$ cat config.mk
export PLATFORM = sky130hd
export DESIGN_NAME = sdram_wr_seq
export DESIGN_NICKNAME = d
export VERILOG_FILES = /design/src/rtl/sdram_wr_pkg.sv /design/src/rtl/sdram_wr_fsm.sv /design/src/rtl/sdram_wr_pins.sv /design/src/rtl/sdram_wr_seq.sv
export SDC_FILE = /design/constraint.sdc
export NUM_CORES = 1
export LEC_CHECK = 0
export BUFFER_PORTS_ARGS = -buffer_cell sky130_fd_sc_hd__buf_2
export CORE_MARGIN = 5
export CORE_UTILIZATION = 46
export CTS_CLUSTER_DIAMETER = 30
export DETAILED_ROUTE_END_ITERATION = 8
export PLACE_DENSITY = 0.83
export SLEW_MARGIN = 20
export SYNTH_ARGS = -nofsm -noshare
export SYNTH_HDL_FRONTEND = slang
export SYNTH_HIERARCHICAL = 1
export SYNTH_SLANG_ARGS = --single-unit
$ cat constraint.sdc
create_clock -name clk -period 2.19 [get_ports clk]
set_input_delay 0.3285 -clock clk [delete_from_list [all_inputs] [get_ports clk]]
set_output_delay 0.3285 -clock clk [all_outputs]
set_load 0.005 [all_outputs]
$ cat src/rtl/sdram_wr_pkg.sv
package sdram_wr_pkg;
  typedef enum logic [2:0] {
    ST_IDLE, ST_ACT, ST_WAIT, ST_WCMD, ST_DATA, ST_BST, ST_GAP
  } seq_st_t;

  typedef struct packed {
    logic cs_n;
    logic ras_n;
    logic cas_n;
    logic we_n;
  } sd_cmd_t;

  localparam sd_cmd_t CMD_DESEL = 4'b1111;
  localparam sd_cmd_t CMD_NOP   = 4'b0111;
  localparam sd_cmd_t CMD_ACT   = 4'b0011;
  localparam sd_cmd_t CMD_WRITE = 4'b0100;
  localparam sd_cmd_t CMD_BST   = 4'b0110;
endpackage

$ cat src/rtl/sdram_wr_fsm.sv
module sdram_wr_fsm
  import sdram_wr_pkg::*;
#(
  parameter int AD_W      = 16,
  parameter int CNT_W     = 8,
  parameter int ACT_TO_WR = 2
) (
  input  logic             clk,
  input  logic             rst_n,
  input  logic             req_valid,
  input  logic [AD_W-1:0]  req_row,
  input  logic [AD_W-1:0]  req_col,
  input  logic [CNT_W-1:0] req_len,
  input  logic             wd_valid,
  output seq_st_t          st,
  output logic [AD_W-1:0]  row_q,
  output logic [AD_W-1:0]  col_q,
  output logic             acc_fire,
  output logic             last_beat
);
  localparam int WC_W = (ACT_TO_WR > 2) ? $clog2(ACT_TO_WR) : 1;
  localparam logic [WC_W-1:0] WC_LOAD = WC_W'(ACT_TO_WR - 2);

  logic [WC_W-1:0]  wcnt;
  logic [CNT_W-1:0] rem;

  assign acc_fire  = (st == ST_IDLE) && req_valid && (req_len != '0);
  assign last_beat = (st == ST_DATA) && (rem == '0);

  always_ff @(posedge clk or negedge rst_n) begin
    if (!rst_n) begin
      st    <= ST_IDLE;
      row_q <= '0;
      col_q <= '0;
      wcnt  <= '0;
      rem   <= '0;
    end else begin
      unique case (st)
        ST_IDLE: if (acc_fire) begin
          st    <= ST_ACT;
          row_q <= req_row;
          col_q <= req_col;
          rem   <= req_len - 1'b1;
        end
        ST_ACT: begin
          st   <= ST_WAIT;
          wcnt <= WC_LOAD;
        end
        ST_WAIT: begin
          if (wcnt != '0)    wcnt <= wcnt - 1'b1;
          else if (wd_valid) st   <= ST_WCMD;
        end
        ST_WCMD: st <= ST_DATA;
        ST_DATA: begin
          if (rem == '0) st  <= ST_BST;
          else           rem <= rem - 1'b1;
        end
        ST_BST:  st <= ST_GAP;
        ST_GAP:  st <= ST_IDLE;
        default: st <= ST_IDLE;
      endcase
    end
  end

  AST_LEN_ZERO_IGNORED: assert property (@(posedge clk) disable iff (!rst_n)
    (st == ST_IDLE && req_valid && req_len == '0) |=> st == ST_IDLE);
  AST_WAIT_FOR_DATA: assert property (@(posedge clk) disable iff (!rst_n)
    (st == ST_WAIT && wcnt == '0 && !wd_valid) |=> st == ST_WAIT);
  AST_ACT_THEN_WAIT: assert property (@(posedge clk) disable iff (!rst_n)
    st == ST_ACT |=> (st == ST_WAIT && wcnt == WC_LOAD));
  AST_GAP_AFTER_BST: assert property (@(posedge clk) disable iff (!rst_n)
    st == ST_BST |=> st == ST_GAP);
endmodule

$ cat src/rtl/sdram_wr_pins.sv
module sdram_wr_pins
  import sdram_wr_pkg::*;
#(
  parameter int AD_W = 16
) (
  input  seq_st_t         st,
  input  logic [AD_W-1:0] row_q,
  input  logic [AD_W-1:0] col_q,
  input  logic            wd_valid,
  input  logic [AD_W-1:0] wd_data,
  output sd_cmd_t         cmd,
  output logic [1:0]      dqm,
  output logic [AD_W-1:0] ad,
  output logic            wd_ready,
  output logic            done,
  output logic            busy
);
  function automatic logic [AD_W-1:0] col_before(input logic [AD_W-1:0] c);
    return c - 1'b1;
  endfunction

  always_comb begin
    cmd      = CMD_NOP;
    dqm      = 2'b11;
    ad       = '0;
    wd_ready = 1'b0;
    done     = 1'b0;
    busy     = (st != ST_IDLE);
    unique case (st)
      ST_IDLE, ST_GAP: cmd = CMD_DESEL;
      ST_ACT: begin
        cmd = CMD_ACT;
        ad  = row_q;
      end
      ST_WAIT: cmd = CMD_NOP;
      ST_WCMD: begin
        cmd = CMD_WRITE;
        ad  = col_before(col_q);
      end
      ST_DATA: begin
        wd_ready = 1'b1;
        ad       = wd_data;
        dqm      = wd_valid ? 2'b00 : 2'b11;
      end
      ST_BST: begin
        cmd  = CMD_BST;
        done = 1'b1;
      end
      default: cmd = CMD_DESEL;
    endcase
  end
endmodule

$ cat src/rtl/sdram_wr_seq.sv
module sdram_wr_seq
  import sdram_wr_pkg::*;
#(
  parameter int CNT_W     = 8,
  parameter int ACT_TO_WR = 2
) (
  input  logic             clk,
  input  logic             rst_n,
  input  logic             req_valid,
  output logic             req_ready,
  input  logic [15:0]      req_row,
  input  logic [15:0]      req_col,
  input  logic [CNT_W-1:0] req_len,
  input  logic             wd_valid,
  output logic             wd_ready,
  input  logic [15:0]      wd_data,
  output logic             busy,
  output logic             done,
  output logic             mem_cke,
  output logic             mem_cs_n,
  output logic             mem_ras_n,
  output logic             mem_cas_n,
  output logic             mem_we_n,
  output logic             mem_dqm_hi,
  output logic             mem_dqm_lo,
  output logic [15:0]      mem_ad
);
  localparam int AD_W = 16;

  seq_st_t         st;
  logic [AD_W-1:0] row_q, col_q;
  logic            acc_fire, last_beat;
  sd_cmd_t         cmd;
  logic [1:0]      dqm;

  sdram_wr_fsm #(.AD_W(AD_W), .CNT_W(CNT_W), .ACT_TO_WR(ACT_TO_WR)) u_fsm (
    .clk(clk), .rst_n(rst_n), .req_valid(req_valid), .req_row(req_row),
    .req_col(req_col), .req_len(req_len), .wd_valid(wd_valid), .st(st),
    .row_q(row_q), .col_q(col_q), .acc_fire(acc_fire), .last_beat(last_beat)
  );

  sdram_wr_pins #(.AD_W(AD_W)) u_pins (
    .st(st), .row_q(row_q), .col_q(col_q), .wd_valid(wd_valid),
    .wd_data(wd_data), .cmd(cmd), .dqm(dqm), .ad(mem_ad),
    .wd_ready(wd_ready), .done(done), .busy(busy)
  );

  assign req_ready  = ~busy;
  assign mem_cke    = 1'b1;
  assign mem_cs_n   = cmd.cs_n;
  assign mem_ras_n  = cmd.ras_n;
  assign mem_cas_n  = cmd.cas_n;
  assign mem_we_n   = cmd.we_n;
  assign mem_dqm_hi = dqm[1];
  assign mem_dqm_lo = dqm[0];

  logic wr_cmd_evt, bst_evt, act_evt;
  assign wr_cmd_evt = !mem_cs_n && mem_ras_n && !mem_cas_n && !mem_we_n;
  assign bst_evt    = !mem_cs_n && mem_ras_n && mem_cas_n && !mem_we_n;
  assign act_evt    = !mem_cs_n && !mem_ras_n && mem_cas_n && mem_we_n;

  AST_ACCEPT_TO_ACT: assert property (@(posedge clk) disable iff (!rst_n)
    acc_fire |=> (act_evt && mem_ad == $past(req_row)));
  AST_WRITE_MASKED: assert property (@(posedge clk) disable iff (!rst_n)
    wr_cmd_evt |-> (mem_dqm_hi && mem_dqm_lo && !wd_ready));
  AST_READY_ON_NOP: assert property (@(posedge clk) disable iff (!rst_n)
    wd_ready |-> (!mem_cs_n && mem_ras_n && mem_cas_n && mem_we_n));
  AST_BST_AFTER_LAST: assert property (@(posedge clk) disable iff (!rst_n)
    last_beat |=> (bst_evt && done && mem_dqm_hi && mem_dqm_lo));
  AST_IDLE_AFTER_BST: assert property (@(posedge clk) disable iff (!rst_n)
    bst_evt |=> (mem_cs_n && busy));
  AST_BUSY_BLOCKS: assert property (@(posedge clk) disable iff (!rst_n)
    busy |-> !req_ready);
endmodule

==> run_results.csv, run 1 <==
group,metric,value,unit
clocking,htreeDepth,2,
final_layout,num_antenna_cells,0,
power,p_leak,1.557,nW
power,powerDensity,1336,mW/mm^2
placement,placed_cells,414,
clocking,clkLatencyLatePin,290,ps
placement,place_congestion,0.9459,
sta,report.final.slew_viol_count,0,
placement,port_buffers,85,
global_route,grt_pass1_wl,11500,um
global_route,antenna_found_initial,0,
final_layout,nFillCells,469,
clocking,numCtsBuffers,5,
drt,totalWireLength,7427,um
clocking,cts_tree,"done",
yosys,syn_avg_cell_area,10.43,um^2
sta,fin_ws,-84.87,ps
floorplanning,die_w,85.72,um
yosys,ys_warn_count,6,
sta,final.min_clock_period,2275,ps
drt,dr.pass1.iters,4,
clocking,clockBufferDepth,2,
placement,pre_cts_ws,-54.61,ps
setup_path,cp_data_arrival_time,2460,ps
clocking,cts_sinks,43,
clocking,cts_hold_buf,0,
sta,min_period_over_period,1.039,
global_route,grt_max_degree,40,
yosys,synth_fp_nets,315,
sta,clock_skew,6.386,ps
setup_path,worstSetupPathType,"flop to flop",
sta,max_slew_margin,0.4101,
final_layout,syn_to_final_growth,30.98,%
floorplanning,io-pin-count,87,
final_layout,drive_above_1_share,0.4888,
setup_path,r2r-start,"u_fsm/st[0]",
run_status,violations,"setup timing",
final_layout,final_cells,428,
sta,rsz0062_at_grt,"true",
yosys,synthCells,253,
drt,routed-via-count,2453,
setup_path,crit_path_start_kind,"flop",
floorplanning,die_y,85.72,um
clocking,clockRootBuffer,"clkbuf_8",
global_route,first_global_vias,2435,
floorplanning,dieArea,0.007348,mm^2
floorplanning,core_area,0.005540,mm^2
final_layout,nets,418,
drt,drc,0,
setup_path,worst-path-max-fanout,5,
setup_path,endpoint,"u_fsm/rem[6]",
drt,ant_nets,0,
floorplanning,fp-row-count,27,
setup_path,rr_endpoint,"u_fsm/rem[6]",
power,vdd_drop_max,0.6956,mV
global_route,grt_use_total,0.1964,
drt,viasPerCell,5.731,
setup_path,ff2ff_path_depth,7,
floorplanning,start_util,0.4761,
placement,dp_hpwl,5622,um
setup_path,required,2370,ps
setup_path,endpoint_kind,"flop",
run,cap_violations,0,
setup_path,regToRegSetupSlack,-80,ps
yosys,synth_area,0.002638,mm^2
sta,fmax,439.6,MHz
drt,drt_iter0_drc,153,
sta,tightest_slew,884.8,ps
sta,hold_violations,0,
worst_hold_path,hold_class,"input port to async pin",
setup_path,setup.worst_path.start,"u_fsm/st[0]",
run_status,status,"finished, violations left",
sta,finalSetupViolations,2,
drt,avgRoutedWirePerCell,17.35,um
global_route,grt.overflow.total,0,
clocking,path_clk_slew,80,ps
area by class of cell:
class | instances | area (um^2) | share of cell area
sequential | 43 | 1080 | 0.3126
tap | 72 | 90.09 | 0.02608
clock inverter | 1 | 30.03 | 0.008693
timing repair buffer | 110 | 633.1 | 0.1833
inverter | 9 | 33.78 | 0.009779
clock buffer | 6 | 72.57 | 0.02101
multi-input combinational | 187 | 1515 | 0.4386
power by group:
part | internal [mW] | switching [mW]
logic | 1.27 | 1.09
registers | 1.21 | 0.467
clock network | 0.334 | 0.255
critical path, cell delays in order, from the launching register on:
cell and delay, ps:
dfrtp_1 430, nor3b_4 360, mux2i_2 350, ha_4 220
nand2b_4 60, o211a_1 190, or3_1 360, a22o_1 190
stage by stage:
stage	power, mW	instance area (um^2)	util	hold WS (ps)	TNS (ps)
after floorplan	3.063	2654	-	32.91	-8.985
after global placement	3.771	3228	0.5827	485.4	0
after detailed placement	3.856	3228	0.5827	498.0	-54.61
after CTS	4.503	3368	0.6079	182.2	-47.44
after global routing	4.921	3455	0.6235	222.1	-266.2
final	4.614	3455	0.6235	150.4	-100.8
placed cells by master, fill, tap and decap left out, types with 2 or more instances in the layout:
cell type / n
a21o_1: 5
a21oi_1: 9
a22o_1: 4
a22oi_1: 10
a311oi_1: 2
and3_1: 2
buf_2: 85
buf_4: 22
buf_6: 2
clkbuf_8: 5
dfrtp_1: 40
dfrtp_2: 3
inv_1: 9
mux2_2: 36
mux2i_2: 2
nand2_1: 9
nand3_1: 6
nand3b_1: 2
nand4_1: 6
nor2_1: 10
nor3_1: 9
nor3b_2: 4
nor4_1: 6
nor4_4: 2
o21ai_0: 6
o21ai_1: 9
or3_1: 3
xnor2_1: 3
xor2_1: 13
timing repair:
action,CTS,global route
setup buffers,3,4
pin swaps,3,4
setup endpoints to repair,12,27
cloned,0,0
resized for setup,3,14
sequential cells by signal, summed over array words and instances, names as in the netlist:
signal,flops
u_fsm/rem,8
u_fsm/col_q,16
u_fsm/st,3
u_fsm/row_q,16
worst min-delay path by stage:
stage,from,to,slack (ps)
after global routing,rst_n,u_fsm/row_q[4],220
after CTS,rst_n,u_fsm/row_q[0],180
after detailed placement,rst_n,u_fsm/row_q[4],500
after global placement,rst_n,u_fsm/row_q[4],490
final,rst_n,u_fsm/row_q[4],150
after floorplan,rst_n,u_fsm/col_q[0],30
metal layers:
metal  vias up  GRT usage  part of all wire
li1       1156          -                 -
met1      1197     0.2509              0.43
met2        88     0.3369              0.50
met3        12    0.03650             0.055
met4         0    0.06043             0.017
met5         -          0                 0
No activity file was read; power rests on OpenSTA's default activity.
==> run 2, diff against run 1 <==
- CORE_UTILIZATION: 46 -> 55
- PLACE_DENSITY: 0.83 -> 0.92
- clock period: 2.19 -> 2.8 ns (I/O delays scaled with it)
==> run 2 against run 1 <==
Net effect:
- the flow now finishes without violations
- die area decreased by 15%
- hold slack improved by 110 ps
- power decreased by 28%
- flip-flop and latch count unchanged
- critical path type unchanged
- critical endpoint unchanged
- largest cell class unchanged
- largest power group unchanged
==> run_results.csv, run 2 (synthesis gave the netlist of run 1 again) <==
group,metric,value,unit
sta,max_slew_margin,0.3622,
global_route,antenna_found_initial,0,
run,cap_violations,0,
sta,tightest_slew,956.7,ps
sta,final.min_clock_period,2486,ps
setup_path,slowest_stage,"dfrtp_1",
final_layout,nets,400,
floorplanning,core_area,0.004692,mm^2
sta,clock_skew,8.062,ps
drt,drc,0,
final_layout,reg.largest.list,"u_fsm/col_q (16), u_fsm/row_q (16), u_fsm/rem (8)",
setup_path,crit_path_start_kind,"flop",
global_route,grt_max_degree,44,
floorplanning,die_w,79.25,um
drt,routed-wl-met3,385,um
drt,ant_nets,0,
sta,report.final.slew_viol_count,0,
power,finalPower,3.341,mW
final_layout,num_antenna_cells,0,
power,vdd_drop_max,0.6010,mV
setup_path,regToRegSetupSlack,310,ps
clocking,path_clk_slew,80,ps
floorplanning,start_util,0.5621,
clocking,clkLatencyLatePin,300,ps
sta,hold_ws,262.9,ps
sta,tns,0,ps
drt,drt_iter0_drc,168,
sta,rsz0062_at_grt,"false",
setup_path,endpoint_kind,"flop",
global_route,grt_pass1_wl,11080,um
setup_path,crit_family,"simple AND/OR/NAND/NOR gates",
drt,wl_met2,3436,um
drt,totalWireLength,6877,um
final_layout,layout_common_cells,"85 x buf_2, 43 x dfrtp_1, 36 x mux2_2, 13 x xor2_1",
clocking,cts_sinks,43,
drt,highest_layer,"met4",
clocking,numCtsBuffers,5,
placement,port_buffers,85,
worst_hold_path,hold_class,"input port to async pin",
setup_path,ff2ff_path_depth,7,
floorplanning,dieArea,0.006281,mm^2
setup_path,worstSetupPathType,"flop to flop",
sta,finalSetupViolations,0,
clocking,htreeDepth,2,
floorplanning,die_y,79.25,um
drt,routed-via-count,2360,
run_status,status,"complete, no violations",
clocking,clockRootBuffer,"clkbuf_8",
final_layout,syn_to_final_growth,21.35,%
global_route,grt_use_total,0.2251,
final_layout,fin_area,0.003201,mm^2
sta,min_period_over_period,0.8878,
setup_path,required,2990,ps
setup_path,r2r-start,"u_fsm/st[0]",
power,powerDensity,1044,mW/mm^2
setup_path,max_stage_delay,510,ps
setup_path,rr_endpoint,"u_fsm/rem[6]",
placement,dpl_cell_area,0.003100,mm^2
setup_path,cp_num_buf_inv,0,
final_layout,drive_above_1_share,0.4248,
drt,dr.pass1.iters,4,
placement,dp_hpwl,5278,um
sta,hold_violations,0,
drt,avgRoutedWirePerCell,17.50,um
final_layout,layout_commonest_cell,"buf_2",
setup_path,path_cells,"nor3b_2, mux2i_1, ha_1, nand2b_1, o211a_1, or3_1, a22o_1",
drt,met1_length,2910,um
setup_path,worst-path-max-fanout,12,
clocking,post-cts-setup-buffers,0,
clocking,cts_resized,0,
placement,place_congestion,0.8452,
sta,fmax,402.3,MHz
clocking,cts_hold_buf,0,
floorplanning,fp-row-count,25,
clocking,clockBufferDepth,2,
drt,viasPerCell,6.005,
setup_path,cp_data_arrival_time,2680,ps
global_route,grt.overflow.total,0,
placement,pre_cts_ws,328.6,ps
clocking,cts_tree,"done",
setup_path,setup.worst_path.start,"u_fsm/st[0]",
power,p_leak,1.443,nW
global_route,first_global_vias,2394,
sta,fin_ws,314.3,ps
floorplanning,io-pin-count,87,
-- run 2: cell types whose count changed in the layout (fill, tap and decap cells not counted), sizes merged --
cell | previous run | this run
buf | 110 | 92
bufinv | 1 | 0
clkbuf | 6 | 8
-- run 2: worst max path at each step --
stage,cells after the start,endpoint,slack (ps)
floorplan,8,u_fsm/rem[6],480
global placement,7,u_fsm/rem[6],450
detailed placement,7,u_fsm/rem[6],330
CTS,7,u_fsm/rem[6],320
global route,6,mem_ad[6],110
finish,7,u_fsm/rem[6],310
-- run 2: metrics by stage --
step	instances	utilization
2_1_floorplan	253	-
3_3_place_gp	385	0.6608
3_5_place_dp	385	0.6608
4_1_cts	393	0.6821
5_1_grt	393	0.6821
6_report	393	0.6821
-- run 2: worst reg2reg max path, delay by kind of cell (launching register included) --
kind	cells	cell delay, ps
simple gates	3	920
flops	1	510
compound gates	2	380
fa+ha+maj	1	300
mux	1	280
-- run 2: metal layers --
layer	up-vias	GRT usage
met2	88	0.3746
met3	13	0.03968
met5	-	0
li1	1115	-
met4	0	0.1134
met1	1144	0.2799
-- run 2: power by group --
part / internal, mW / switching (mW) / total (mW)
Clock: 0.225 / 0.206 / 0.431
Combinational: 0.840 / 0.775 / 1.62
Sequential: 0.939 / 0.356 / 1.29
Total: 2.00 / 1.34 / 3.34
-- run 2: area by class of cell --
cell class | count | area, um^2
fillers | 371 | 1491
multi-input cells | 187 | 1445
flip-flops and latches | 43 | 1076
repair buffers | 92 | 478.0
clock buffers | 8 | 100.1
well taps | 54 | 67.56
inverters | 9 | 33.78
